## src/rtl/sau_pkg.sv

```systemverilog
`timescale 1ns/1ps
package sau_pkg;

  typedef enum logic [3:0] {
    OP_SHL   = 4'd0,
    OP_SHLC  = 4'd1,
    OP_SHR   = 4'd2,
    OP_SHRC  = 4'd3,
    OP_SHRA  = 4'd4,
    OP_NOT   = 4'd5,
    OP_NEG   = 4'd6,
    OP_NEGC  = 4'd7,
    OP_INC   = 4'd8,
    OP_INCC  = 4'd9,
    OP_DEC   = 4'd10,
    OP_MOVNC = 4'd11,
    OP_MOVC  = 4'd12
  } sau_op_e;

  typedef enum logic [1:0] {
    GRP_SHIFT = 2'd0,
    GRP_UNARY = 2'd1,
    GRP_MOVE  = 2'd2,
    GRP_NONE  = 2'd3
  } sau_grp_e;

  function automatic sau_grp_e op_group(input logic [3:0] code);
    sau_grp_e g;
    if (code <= 4'd4)       g = GRP_SHIFT;
    else if (code <= 4'd10) g = GRP_UNARY;
    else if (code <= 4'd12) g = GRP_MOVE;
    else                    g = GRP_NONE;
    return g;
  endfunction

endpackage

```

## src/rtl/sau_shift.sv

```systemverilog
`timescale 1ns/1ps
module sau_shift #(
  parameter int DW = 8
) (
  input  logic [3:0]    op,
  input  logic [DW-1:0] a,
  input  logic          cin,
  output logic [DW-1:0] y,
  output logic          cout,
  output logic          vout
);
  import sau_pkg::*;
  localparam int MSB = DW - 1;

  logic fill_r;

  always_comb begin
    case (op)
      OP_SHRC: fill_r = cin;
      OP_SHRA: fill_r = a[MSB];
      default: fill_r = 1'b0;
    endcase
  end

  always_comb begin
    case (op)
      OP_SHL: begin
        y    = {a[MSB-1:0], 1'b0};
        cout = a[MSB];
      end
      OP_SHLC: begin
        y    = {a[MSB-1:0], cin};
        cout = a[MSB];
      end
      OP_SHR, OP_SHRC, OP_SHRA: begin
        y    = {fill_r, a[MSB:1]};
        cout = a[0];
      end
      default: begin
        y    = a;
        cout = cin;
      end
    endcase
    vout = y[MSB] ^ a[MSB];
  end

endmodule

```

## src/rtl/sau_unary.sv

```systemverilog
`timescale 1ns/1ps
module sau_unary #(
  parameter int DW = 8
) (
  input  logic [3:0]    op,
  input  logic [DW-1:0] a,
  input  logic          cin,
  output logic [DW-1:0] y,
  output logic          cout,
  output logic          vout
);
  import sau_pkg::*;
  localparam int            MSB  = DW - 1;
  localparam logic [DW-1:0] ONE  = {{(DW-1){1'b0}}, 1'b1};
  localparam logic [DW-1:0] ZERO = '0;
  localparam logic [DW-1:0] ALL1 = '1;

  logic [DW-1:0] cin_ext;
  logic          y_zero;

  assign cin_ext = {{(DW-1){1'b0}}, cin};
  assign y_zero  = (y == ZERO);

  always_comb begin
    y    = a;
    cout = cin;
    vout = 1'b0;
    case (op)
      OP_NOT: begin
        y = ~a;
      end
      OP_NEG: begin
        y    = ~a + ONE;
        cout = y_zero;
        vout = a[MSB] & y[MSB];
      end
      OP_NEGC: begin
        y    = ~a + cin_ext;
        cout = y_zero & cin;
        vout = a[MSB] & y[MSB];
      end
      OP_INC: begin
        y    = a + ONE;
        cout = y_zero;
        vout = ~a[MSB] & y[MSB];
      end
      OP_INCC: begin
        y    = a + cin_ext;
        cout = y_zero & cin;
        vout = ~a[MSB] & y[MSB];
      end
      OP_DEC: begin
        y    = a - ONE;
        cout = (y != ALL1);
        vout = a[MSB] & ~y[MSB];
      end
      default: begin
        y    = a;
        cout = cin;
        vout = 1'b0;
      end
    endcase
  end

endmodule

```

## src/rtl/sau_state.sv

```systemverilog
`timescale 1ns/1ps
module sau_state #(
  parameter int DW = 8
) (
  input  logic          clk,
  input  logic          rst_n,
  input  logic          load,
  input  logic          upd_cv,
  input  logic [DW-1:0] nxt_res,
  input  logic          nxt_c,
  input  logic          nxt_v,
  output logic [DW-1:0] acc_q,
  output logic          c_q,
  output logic          v_q,
  output logic          z_q
);
  localparam logic [DW-1:0] ZERO = '0;

  always_ff @(posedge clk or negedge rst_n) begin
    if (!rst_n) begin
      acc_q <= ZERO;
      c_q   <= 1'b0;
      v_q   <= 1'b0;
      z_q   <= 1'b1;
    end else if (load) begin
      acc_q <= nxt_res;
      z_q   <= (nxt_res == ZERO);
      if (upd_cv) begin
        c_q <= nxt_c;
        v_q <= nxt_v;
      end
    end
  end


  z_acc_match_chk: assert property (@(posedge clk) disable iff (!rst_n)
    1'b1 |-> (z_q == (acc_q == ZERO)));


  cv_hold_chk: assert property (@(posedge clk) disable iff (!rst_n)
    (load && !upd_cv) |=> (c_q == $past(c_q)) && (v_q == $past(v_q)));


  idle_hold_chk: assert property (@(posedge clk) disable iff (!rst_n)
    !load |=> $stable(acc_q) && $stable(c_q) && $stable(v_q) && $stable(z_q));

endmodule

```

## src/rtl/sau_top.sv

```systemverilog
`timescale 1ns/1ps
module sau_top #(
  parameter int DW = 8
) (
  input  logic          clk,
  input  logic          rst_n,
  input  logic          op_valid,
  input  logic [3:0]    op_sel,
  input  logic [DW-1:0] operand,
  output logic [DW-1:0] result,
  output logic          dst_we,
  output logic [DW-1:0] acc,
  output logic          flag_c,
  output logic          flag_v,
  output logic          flag_z
);
  import sau_pkg::*;
  localparam int            MSB  = DW - 1;
  localparam logic [DW-1:0] ZERO = '0;
  localparam logic [DW-1:0] ALL1 = '1;

  sau_grp_e      grp;
  logic [DW-1:0] sh_y, un_y;
  logic          sh_c, sh_v, un_c, un_v;
  logic          nxt_c, nxt_v;
  logic          load, upd_cv, move_ok;

  assign grp = op_group(op_sel);

  sau_shift #(.DW(DW)) u_shift (
    .op(op_sel), .a(operand), .cin(flag_c),
    .y(sh_y), .cout(sh_c), .vout(sh_v)
  );

  sau_unary #(.DW(DW)) u_unary (
    .op(op_sel), .a(operand), .cin(flag_c),
    .y(un_y), .cout(un_c), .vout(un_v)
  );

  always_comb begin
    case (grp)
      GRP_SHIFT: begin result = sh_y;    nxt_c = sh_c;   nxt_v = sh_v;   end
      GRP_UNARY: begin result = un_y;    nxt_c = un_c;   nxt_v = un_v;   end
      default:   begin result = operand; nxt_c = flag_c; nxt_v = flag_v; end
    endcase
  end

  assign move_ok = (op_sel == OP_MOVC) ? flag_c : ~flag_c;
  assign load    = op_valid && (grp != GRP_NONE);
  assign upd_cv  = (grp == GRP_SHIFT) || ((grp == GRP_UNARY) && (op_sel != OP_NOT));
  assign dst_we  = load && ((grp != GRP_MOVE) || move_ok);

  sau_state #(.DW(DW)) u_state (
    .clk(clk), .rst_n(rst_n), .load(load), .upd_cv(upd_cv),
    .nxt_res(result), .nxt_c(nxt_c), .nxt_v(nxt_v),
    .acc_q(acc), .c_q(flag_c), .v_q(flag_v), .z_q(flag_z)
  );


  movnc_we_chk: assert property (@(posedge clk) disable iff (!rst_n)
    (op_valid && op_sel == OP_MOVNC) |-> (dst_we == !flag_c));


  movc_we_chk: assert property (@(posedge clk) disable iff (!rst_n)
    (op_valid && op_sel == OP_MOVC) |-> (dst_we == flag_c));


  shl_fill_chk: assert property (@(posedge clk) disable iff (!rst_n)
    (op_valid && op_sel == OP_SHL) |=> (acc[0] == 1'b0) && (flag_c == $past(operand[MSB])));


  inc_carry_chk: assert property (@(posedge clk) disable iff (!rst_n)
    (op_valid && op_sel == OP_INC) |=> (flag_c == (acc == ZERO)));


  dec_carry_chk: assert property (@(posedge clk) disable iff (!rst_n)
    (op_valid && op_sel == OP_DEC) |=> (flag_c == (acc != ALL1)));


  reserved_we_chk: assert property (@(posedge clk) disable iff (!rst_n)
    (grp == GRP_NONE || !op_valid) |-> !dst_we);

endmodule

```

## config.mk

```make
export PLATFORM = sky130hd
export DESIGN_NAME = sau_top
export DESIGN_NICKNAME = d
export VERILOG_FILES = /design/src/rtl/sau_pkg.sv /design/src/rtl/sau_shift.sv /design/src/rtl/sau_unary.sv /design/src/rtl/sau_state.sv /design/src/rtl/sau_top.sv
export SDC_FILE = /design/constraint.sdc
export NUM_CORES = 1
export LEC_CHECK = 0
export ABC_AREA = 1
export ABC_CLOCK_PERIOD_IN_PS = 2000
export BUFFER_PORTS_ARGS = -buffer_cell sky130_fd_sc_hd__buf_2
export CAP_MARGIN = 5
export CORE_MARGIN = 10
export CORE_UTILIZATION = 24
export DETAILED_ROUTE_END_ITERATION = 16
export PLACE_DENSITY = 0.45
export SETUP_SLACK_MARGIN = 0.4
export SYNTH_ARGS = -nofsm -noshare
export SYNTH_HDL_FRONTEND = slang
export SYNTH_HIERARCHICAL = 1
export SYNTH_SLANG_ARGS = --single-unit
```

## constraint.sdc

```tcl
create_clock -name clk -period 2 [get_ports clk]
set_clock_uncertainty 0.05 [all_clocks]
set_input_delay 0 -clock clk [delete_from_list [all_inputs] [get_ports clk]]
set_output_delay 0 -clock clk [all_outputs]
set_load 0.01 [all_outputs]
```

# [After elaboration in Yosys (flattened, before gate mapping)]
# Cells that the tools add are included.
[op_classes] add_sub_neg=5 mul=0 n_div=0 n_lt_le_gt_ge=3 n_eq_ne=18 n_shift=0 n_mux=13 n_bitwise=11 reduce_logical=16
[ops] op="$pmux 8 s6" count=1
[ops] op="$pmux 8 s3" count=1
[ops] op="$add 8x1->8" count=2
[ops] op="$add 8x1->8 const B" count=2
[ops] op="$eq 4x3->1 const B" count=4
[ops] op="$eq 4x4->1 const B" count=4
[ops] op="$logic_not 8->1" count=2
[ops] op="$pmux 8 s2" count=1
[ops] op="$eq 4x2->1 const B" count=2
[ops] op="$le 4x4->1 const B" count=2
[ops] op="$ne 4x3->1 const B" count=2
[ops] op="$ne 8x8->1 const B" count=1
[ops] op="$not 8->8" count=1
[ops] op="$pmux 1 s2" count=4
[ops] op="$sub 8x1->8 const B" count=1
[ops] op="$and 1x1->1" count=6
[ops] op="$reduce_or 2->1" count=3
[ops] op="$pmux 1 s5" count=1
[ops] op="$reduce_and 5->1" count=1
[ops] op="$eq 4x1->1 const B" count=1
[ops] op="$le 4x3->1 const B" count=1
[ops] op="$logic_not 4->1" count=1
[ops] op="$mux 2" count=2
[ops] op="$ne 2x2->1 const B" count=2
[ops] op="other kinds (12)" count=18
[totals] register_bits=11 latchBits=0 ramBits=0 romBits=0 input_bits=15 word_cells=70 n_memories=0

# [Logic depth before layout (Yosys ltp)]
# Gate-level depths: netlist of run 1.
[logic_depth] depth_word=8 mapped_depth=19 ltp_nobuf=19

# [Modules after synthesis]
# Netlist of run 1, hierarchy kept.
[modules_own_cells] mod="sau_unary" n_inst=1 cells_per_inst=273 area_each_um2=1336.3 seq_area_each_um2=0.0
[modules_own_cells] mod="sau_state" n_inst=1 cells_per_inst=53 area_each_um2=473.0 seq_area_each_um2=276.5
[modules_own_cells] mod="sau_top" n_inst=1 cells_per_inst=67 area_each_um2=329.1 seq_area_each_um2=0.0
[modules_own_cells] mod="sau_shift" n_inst=1 cells_per_inst=51 area_each_um2=264.0 seq_area_each_um2=0.0

# [Worst setup path before layout of run 1]
# OpenSTA, ideal clock, no wires.
[synth_timing] path_type="reg-to-reg" from="register u_state.c_q" to="register u_state.z_q" setup_ns=0.060 arrival_ns=2.112 slack_ns=-0.222 path_stages_with_launch=17 path_buffers=0 synth_period_minus_slack_ns=2.222 cell_sequence="dfrtp_1 ha_1 ha_1 inv_1 nor2_2 nand3_1 nand2_1 nand3_1 nand2_1 nor2_1 nand3_1 nand3_1 nand3_1 or2_2 nor2_1 nand2_1 nand2_1"
[synth_via] elab_chain_cells=4
[synth_lines] element="start, declared" line_no="sau_state.sv:13" source="output logic c_q,"
[synth_lines] element="start signal, assigned" line_no="sau_state.sv:29" source="c_q <= nxt_c;"
[synth_lines] element="$add 8x1->8, on equally long branches" line_no="sau_unary.sv:48, sau_unary.sv:38"
[synth_lines] element="$pmux 8 s6 *" line_no="sau_unary.sv:28" source="case (op)"
[synth_lines] element="via un_y[6]" line_no="sau_top.sv:23" source="logic [DW-1:0] sh_y, un_y;"
[synth_lines] element="$pmux 8 s2 *" line_no="sau_top.sv:41" source="case (grp)"
[synth_lines] element="via result[6]" line_no="sau_top.sv:10" source="output logic [DW-1:0] result,"
[synth_lines] element="$logic_not 8->1 *" line_no="sau_state.sv:27" source="z_q <= (nxt_res == ZERO);"
[synth_lines] element="end signal, assigned" line_no="sau_state.sv:27"
[synth_lines] element="end, declared" line_no="sau_state.sv:15" source="output logic z_q"
# Mark *: on every way through the listed nets, which the timed path passes. The rest lies on a longest branch.
# A chain may end at the register's enable or synchronous reset.

# [Worst setup path in the final report of run 1]
[layout_timing] from="register u_state.c_q" to="output port result[1]"
[layout_via] elab_chain_cells=3
[layout_lines] element="$add 8x1->8, on equally long branches" line_no="sau_unary.sv:48, sau_unary.sv:38"
[layout_lines] element="$pmux 8 s6 *" line_no="sau_unary.sv:28"
[layout_lines] element="via un_y[1]" line_no="sau_top.sv:23"
[layout_lines] element="$pmux 8 s2 *" line_no="sau_top.sv:41"
[layout_lines] element="end, declared" line_no="sau_top.sv:10"
# Marked as above.

==> impl_metrics.json, run 1 <==
{
  "ios": 35,
  "synth_xor_area_share_pct": 1.46,
  "core-area_um2": 9770,
  "htree_levels": 1,
  "yosys-top-cells-area": "nand2_1, nand3_1, dfrtp_1, inv_1, nor2_1",
  "place_area_um2": 3010,
  "reg2reg_from": "u_state/c_q$_DFFE_PN0P_",
  "gr-usage-all-layers_pct": 12.2,
  "synth-simple-area-share_pct": 64.5,
  "crit_type": "reg -> out",
  "violations": "setup timing",
  "r2r_cells": 17,
  "gr-total-overflow": 0,
  "synthToLayoutAreaGrowth_pct": 32.7,
  "clkTransAtPathRegs_ns": 0.06,
  "hpwlAfterDp_um": 7320,
  "firstDrtPassIters": 5,
  "hold_class": "in -> async",
  "syn-num-nets": 465,
  "crit_slowest_cell": "dfrtp_2",
  "pre_cts_ws_ns": -0.131,
  "die_w_um": 120,
  "first_global_vias": 2908,
  "rsz0062_at_grt": "yes",
  "detail_route.vias_per_cell": 4.62,
  "crit_buf_inv": 4,
  "cts_made_buffers": 3,
  "wl_per_cell_um": 13.9,
  "r2r_end": "u_state/c_q$_DFFE_PN0P_",
  "grt_pass1_wl_um": 14700,
  "finalNonFillerCells": 644,
  "netlist_area_um2": 2400,
  "worstPathRequired_ns": 1.95,
  "power_density_nw_per_um2": 423,
  "die_h_um": 120,
  "num_antenna_cells": 0,
  "drtIter0Drc": 268,
  "drv_slew": 0,
  "crit_arrival_ns": 2.12,
  "internal_power_mw": 0.734,
  "setup_viol": 8,
  "swShare_pct": 45.5,
  "fin_setup_tns_ns": -0.749,
  "synthMuxAreaShare_pct": 0,
  "async_flop_share_pct": 100,
  "hold_viol_final": 0,
  "gp_congestion": 0.893,
  "cp-startpoint": "u_state/c_q$_DFFE_PN0P_",
  "drc": 0,
  "synth_seq_cells": 11,
  "relSlewSlack_pct": 73.5,
  "drive_gt1_share_pct": 31.3,
  "worst_slack_ns": -0.166,
  "seq_area_frac_synth_pct": 11.5,
  "p_leak_nw": 1.67,
  "reg2reg_slack_ns": -0.13,
  "min_period_ns": 2.17,
  "synthTopCellsByCount": "nand2_1, nand3_1, inv_1, nor2_1, o21ai_0",
  "p_seq_share_pct": 21.7,
  "worst_pin_slew_ns": 0.393,
  "fmaxAchievable_ghz": 0.462,
  "clock_latency_ns": 0.25,
  "finalWirelength_um": 8930,
  "nets": 533,
  "synth_compound_area_share_pct": 6.15,
  "cp_cell_sequence": "ha_4, ha_4, nand2_2, nand2_1, nor2_1, nand2_1, nor2_2, buf_4, inv_1, nand3_1, nand3_2, buf_6, buf_2",
  "clock-sinks": 11,
  "synth_top_family_by_area": "simple AND/OR/NAND/NOR gates",
  "grt_max_degree": 17,
  "ys.flop_type": "dfrtp_1",
  "synth-edff-count": 0,
  "clk_path_buf_depth": 2,
  "vias": 2978,
  "power.net_switching_mw": 0.613,
  "irDropWorstVdd_v": 0.000179,
  "cts_tree": "yes",
  "nFillCells": 1118,
  "cts-root-buf": "clkbuf_8",
  "netlist.area_leader.share_pct": 23.9,
  "worstSetupEndpointType": "primary output",
  "cp-start-kind": "flip-flop",
  "synth_warnings": 6,
  "hold_slack_ns": 0.120,
  "yosysMostFrequentCell": "nand2_1",
  "power_frac_comb_pct": 60.6,
  "fin_crit_sh_pct": 108,
  "design.die.area_um2": 14400,
  "drv_cap": 0,
  "antenna_left": 0,
  "crit_path_max_incr_delay_ns": 0.46,
  "synthAdderAreaFrac_pct": 3.13,
  "synthCells": 444,
  "synth_top_area_cell": "nand2_1",
  "numPortBuffers": 34,
  "pwr-share-clk_pct": 17.7,
  "post-route-util_pct": 32.6,
  "antenna_found_initial": 0,
  "path_delay_family": "simple AND/OR/NAND/NOR gates",
  "dp.cells": 636,
  "start_util_pct": 24.6,
  "syn_area_per_cell_um2": 5.41,
  "crit_path_max_fanout": 3,
  "design_area_um2": 3190,
  "rows": 36,
  "status": "finished, violations left",
  "finalPower_mw": 1.35,
  "synth.distinct_cells": 30
}
layer usage:
metal / vias to the layer above / share of wire [%] / track usage, %
met4: 0 / 0.99 / 3.85
met5: - / 0 / 0
li1: 1562 / - / -
met2: 91 / 46 / 20.3
met1: 1319 / 46 / 15.8
met3: 6 / 6.9 / 1.69
power by group through the flow:
stage | logic (mW) | clock network, mW | registers (mW)
2_1_floorplan | 0.447 | 0 | 0.319
3_3_place_gp | 0.771 | 0 | 0.294
3_5_place_dp | 0.771 | 0 | 0.296
4_1_cts | 0.815 | 0.242 | 0.291
5_1_grt | 0.915 | 0.252 | 0.296
6_report | 0.817 | 0.238 | 0.292
cell type report:
type	count	area, µm²	area share [%]
Multi-Input combinational cell	366	1960	61.5
Tap cell	133	166	5.22
Timing Repair Buffer	77	533	16.7
Inverter	53	204	6.40
Sequential cell	11	278	8.72
Clock buffer	4	45.0	1.41
registers in the layout (all words and copies together) (netlist names):
register       count
u_state/c_q        1
u_state/z_q        1
u_state/acc_q      8
u_state/v_q        1
worst max-delay path by stage:
stage,to,cells after the start
4_1_cts,result[2],14
2_1_floorplan,u_state/z_q$_DFFE_PN1P_,16
5_1_grt,u_state/c_q$_DFFE_PN0P_,16
3_3_place_gp,u_state/z_q$_DFFE_PN1P_,14
6_report,result[1],13
3_5_place_dp,u_state/c_q$_DFFE_PN0P_,17
kinds of logic after synthesis:
kind of cell / count (synthesis)
buffers and inverters: 67
AO/OA/AOI/OAI: 25
adder cells (fa/ha/maj): 6
flip-flops: 11
AND/OR/NAND/NOR: 331
XOR/XNOR: 4
timing repair:
item                       4_1_cts  5_1_grt
setup buffers                    2        1
setup endpoints to repair       19       19
hold endpoints to repair        11        0
hold buffers                     1        0
pin swaps                       20        9
resized for setup               19        5
cell usage in the layout, fill, tap and decap left out, types with 3 or more instances in the layout:
cell and count:
inv_2 15, o21ai_2 6, nor2_2 9, nand2_2 10, buf_2 31, nand3_1 88
nand2_4 5, buf_6 8, a21oi_1 3, nor2_4 9, nand2_1 150, ha_4 4
nand3_2 15, xor2_1 4, nand4_1 5, o21ai_0 14, dfrtp_1 9, buf_4 37
nor2_1 35, inv_1 35, clkbuf_8 3
(Power assumes the default switching activity.)
==> inputs of run 2 (changes only) <==
Settings changed: ABC_AREA 1 to not set, MAX_ROUTING_LAYER set to met4.
==> run 2 against run 1 <==
  * Worst hold slack got worse by 0.0065 ns
  * Critical endpoint is now u_state/c_q$_DFFE_PN0P_
  * Fmax decreased by 20%
  * Non-clock buffer count increased by 53
  * The flow still finishes with violations (setup timing)
  * Cell count decreased by 23%
  * Largest cell class unchanged
==> impl_metrics.json, run 2 <==
{
  "status": "finished, violations left",
  "violations": "setup timing",
  "antenna_left": 0,
  "drive_gt1_share_pct": 50.4,
  "async_flop_share_pct": 100,
  "reg2reg_from": "u_state/c_q$_DFFE_PN0P_",
  "p_seq_share_pct": 19.5,
  "grt_max_degree": 27,
  "clock-sinks": 11,
  "grt_pass1_wl_um": 14000,
  "pwr-share-clk_pct": 14.6,
  "yosysMostFrequentCell": "nand2_1",
  "post-route-util_pct": 38.4,
  "hold_viol_final": 0,
  "internal_power_mw": 0.936,
  "worst_slack_ns": -0.722,
  "gr-total-overflow": 0,
  "worstSetupEndpointType": "flip-flop",
  "synth-edff-count": 0,
  "crit_path_max_fanout": 2,
  "die_h_um": 115,
  "rows": 34,
  "die_w_um": 115,
  "r2r_end": "u_state/c_q$_DFFE_PN0P_",
  "hold_slack_ns": 0.114,
  "cp-start-kind": "flip-flop",
  "dp.cells": 486,
  "worst_pin_slew_ns": 0.576,
  "cts-root-buf": "clkbuf_8",
  "reg2reg_slack_ns": -0.72,
  "design.die.area_um2": 13300,
  "finalWirelength_um": 8840,
  "relSlewSlack_pct": 61.3,
  "wl_per_cell_um": 17.7,
  "vias": 2681,
  "irDropWorstVdd_v": 0.000222,
  "yosys-top-cells-area": "dfrtp_1, a221o_1, mux2_2, mux2i_1, ha_1",
  "synth_seq_cells": 11,
  "crit_arrival_ns": 2.85,
  "p_leak_nw": 1.49,
  "htree_levels": 1,
  "top_register": "u_state/acc_q",
  "fin_crit_sh_pct": 136,
  "drv_cap": 0,
  "design_area_um2": 3370,
  "netlist.area_leader.share_pct": 11.5,
  "synth_top_area_cell": "dfrtp_1",
  "netlist_area_um2": 2180,
  "antenna_found_initial": 0,
  "clock_latency_ns": 0.24,
  "setup_viol": 19,
  "seq_area_frac_synth_pct": 12.7,
  "nFillCells": 928,
  "synthCells": 278,
  "gr-usage-all-layers_pct": 13.2,
  "power_density_nw_per_um2": 461,
  "numPortBuffers": 34,
  "ys.flop_type": "dfrtp_1",
  "num_antenna_cells": 0,
  "ios": 35,
  "fmaxAchievable_ghz": 0.367,
  "gp_congestion": 0.878,
  "detail_route.vias_per_cell": 5.37,
  "drv_slew": 0,
  "finalPower_mw": 1.55,
  "drc": 0,
  "hold_class": "in -> async",
  "start_util_pct": 24.9,
  "synth.distinct_cells": 74,
  "final_cell_mix": "buf_4, buf_2, nand2_1, a221o_1, nor2_1",
  "layout_commonest_cell": "buf_4",
  "cts_made_buffers": 3,
  "clk_path_buf_depth": 2,
  "worstPathRequired_ns": 2.13,
  "pre_cts_ws_ns": -0.841,
  "synthToLayoutAreaGrowth_pct": 54.5,
  "clkTransAtPathRegs_ns": 0.05,
  "r2r_cells": 10,
  "min_period_ns": 2.72,
  "power.net_switching_mw": 0.618,
  "cts_tree": "yes",
  "power_frac_comb_pct": 65.9,
  "drtIter0Drc": 178,
  "nets": 413,
  "crit_type": "reg -> reg",
  "syn-num-nets": 299,
  "rsz0062_at_grt": "yes",
  "largest_register_ffs": 8,
  "swShare_pct": 39.7,
  "finalNonFillerCells": 499,
  "fin_setup_tns_ns": -9.83,
  "synthTopCellsByCount": "nand2_1, a221o_1, nor2_1, a21oi_1, inv_1",
  "firstDrtPassIters": 5,
  "place_area_um2": 3050,
  "syn_area_per_cell_um2": 7.84,
  "core-area_um2": 8760,
  "synth_warnings": 6,
  "hpwlAfterDp_um": 6930,
  "first_global_vias": 2565
}
run 2: changes by cell type after synthesis, moves of 9 or more:
cell,before,now
nor2_1,37,16
a221o_1,0,18
and3_1,0,10
nand2_1,153,20
nor2_2,10,0
inv_1,43,12
a21oi_1,3,13
nand3_1,102,9
mux2_2,0,9
run 2: cell families after synthesis:
logic type | Yosys count | synth area share, %
simple gates | 115 | 32.0
compound gates | 90 | 32.0
buf+inv | 33 | 7.92
mux | 20 | 10.7
flops | 11 | 12.7
fa+ha+maj | 6 | 3.44
xor+xnor | 3 | 1.21
run 2: worst max path at each step:
stage / from / endpoint / slack [ns] / cells past startpoint
after CTS: u_state/c_q$_DFFE_PN0P_ / u_state/c_q$_DFFE_PN0P_ / -0.70 / 10
after global routing: u_state/c_q$_DFFE_PN0P_ / u_state/c_q$_DFFE_PN0P_ / -0.78 / 11
after detailed placement: u_state/c_q$_DFFE_PN0P_ / u_state/c_q$_DFFE_PN0P_ / -0.84 / 11
final: u_state/c_q$_DFFE_PN0P_ / u_state/c_q$_DFFE_PN0P_ / -0.72 / 10
after global placement: u_state/c_q$_DFFE_PN0P_ / u_state/c_q$_DFFE_PN0P_ / -0.79 / 11
after floorplan: u_state/c_q$_DFFE_PN0P_ / u_state/c_q$_DFFE_PN0P_ / -0.75 / 11
run 2: repair_timing:
item,in CTS,in global routing
endpoints found under the hold margin,11,0
pin swaps,21,8
gates resized for setup,31,12
endpoints found under the setup margin,19,20
buffers inserted,6,2
hold buffers,1,0
run 2: power by group through the flow:
stage / sequential [mW] / clock, mW / combinational, mW
2_1_floorplan: 0.340 / 0 / 0.435
3_5_place_dp: 0.309 / 0 / 0.853
6_report: 0.303 / 0.227 / 1.02
5_1_grt: 0.307 / 0.243 / 1.11
4_1_cts: 0.302 / 0.237 / 0.993
3_3_place_gp: 0.306 / 0 / 0.852
run 2: worst max-delay path: stages, from the launching register on:
cell	delay [ns]
dfrtp_2	0.45
ha_4	0.19
ha_4	0.21
a22o_1	0.18
a22o_1	0.22
a2bb2oi_2	0.15
nor4b_2	0.25
or4b_1	0.46
o31ai_2	0.20
a221o_1	0.17
mux2_4	0.13
run 2: final cells by class:
| type | count | area, µm² | share of cell area (%) |
|---|---|---|---|
| timing repair buffer | 130 | 933 | 27.7 |
| tap | 108 | 135 | 4.01 |
| sequential | 11 | 278 | 8.25 |
| clock buffer | 4 | 45.0 | 1.34 |
| multi-input combinational | 234 | 1930 | 57.4 |
| inverter | 12 | 45.0 | 1.34 |
run 2: layer usage:
layer / track usage (%) / part of all wire, %
met1: 16.8 / 45
met5: - / 0
met2: 22.0 / 48
met3: 1.35 / 6.1
met4: 2.72 / 0.87
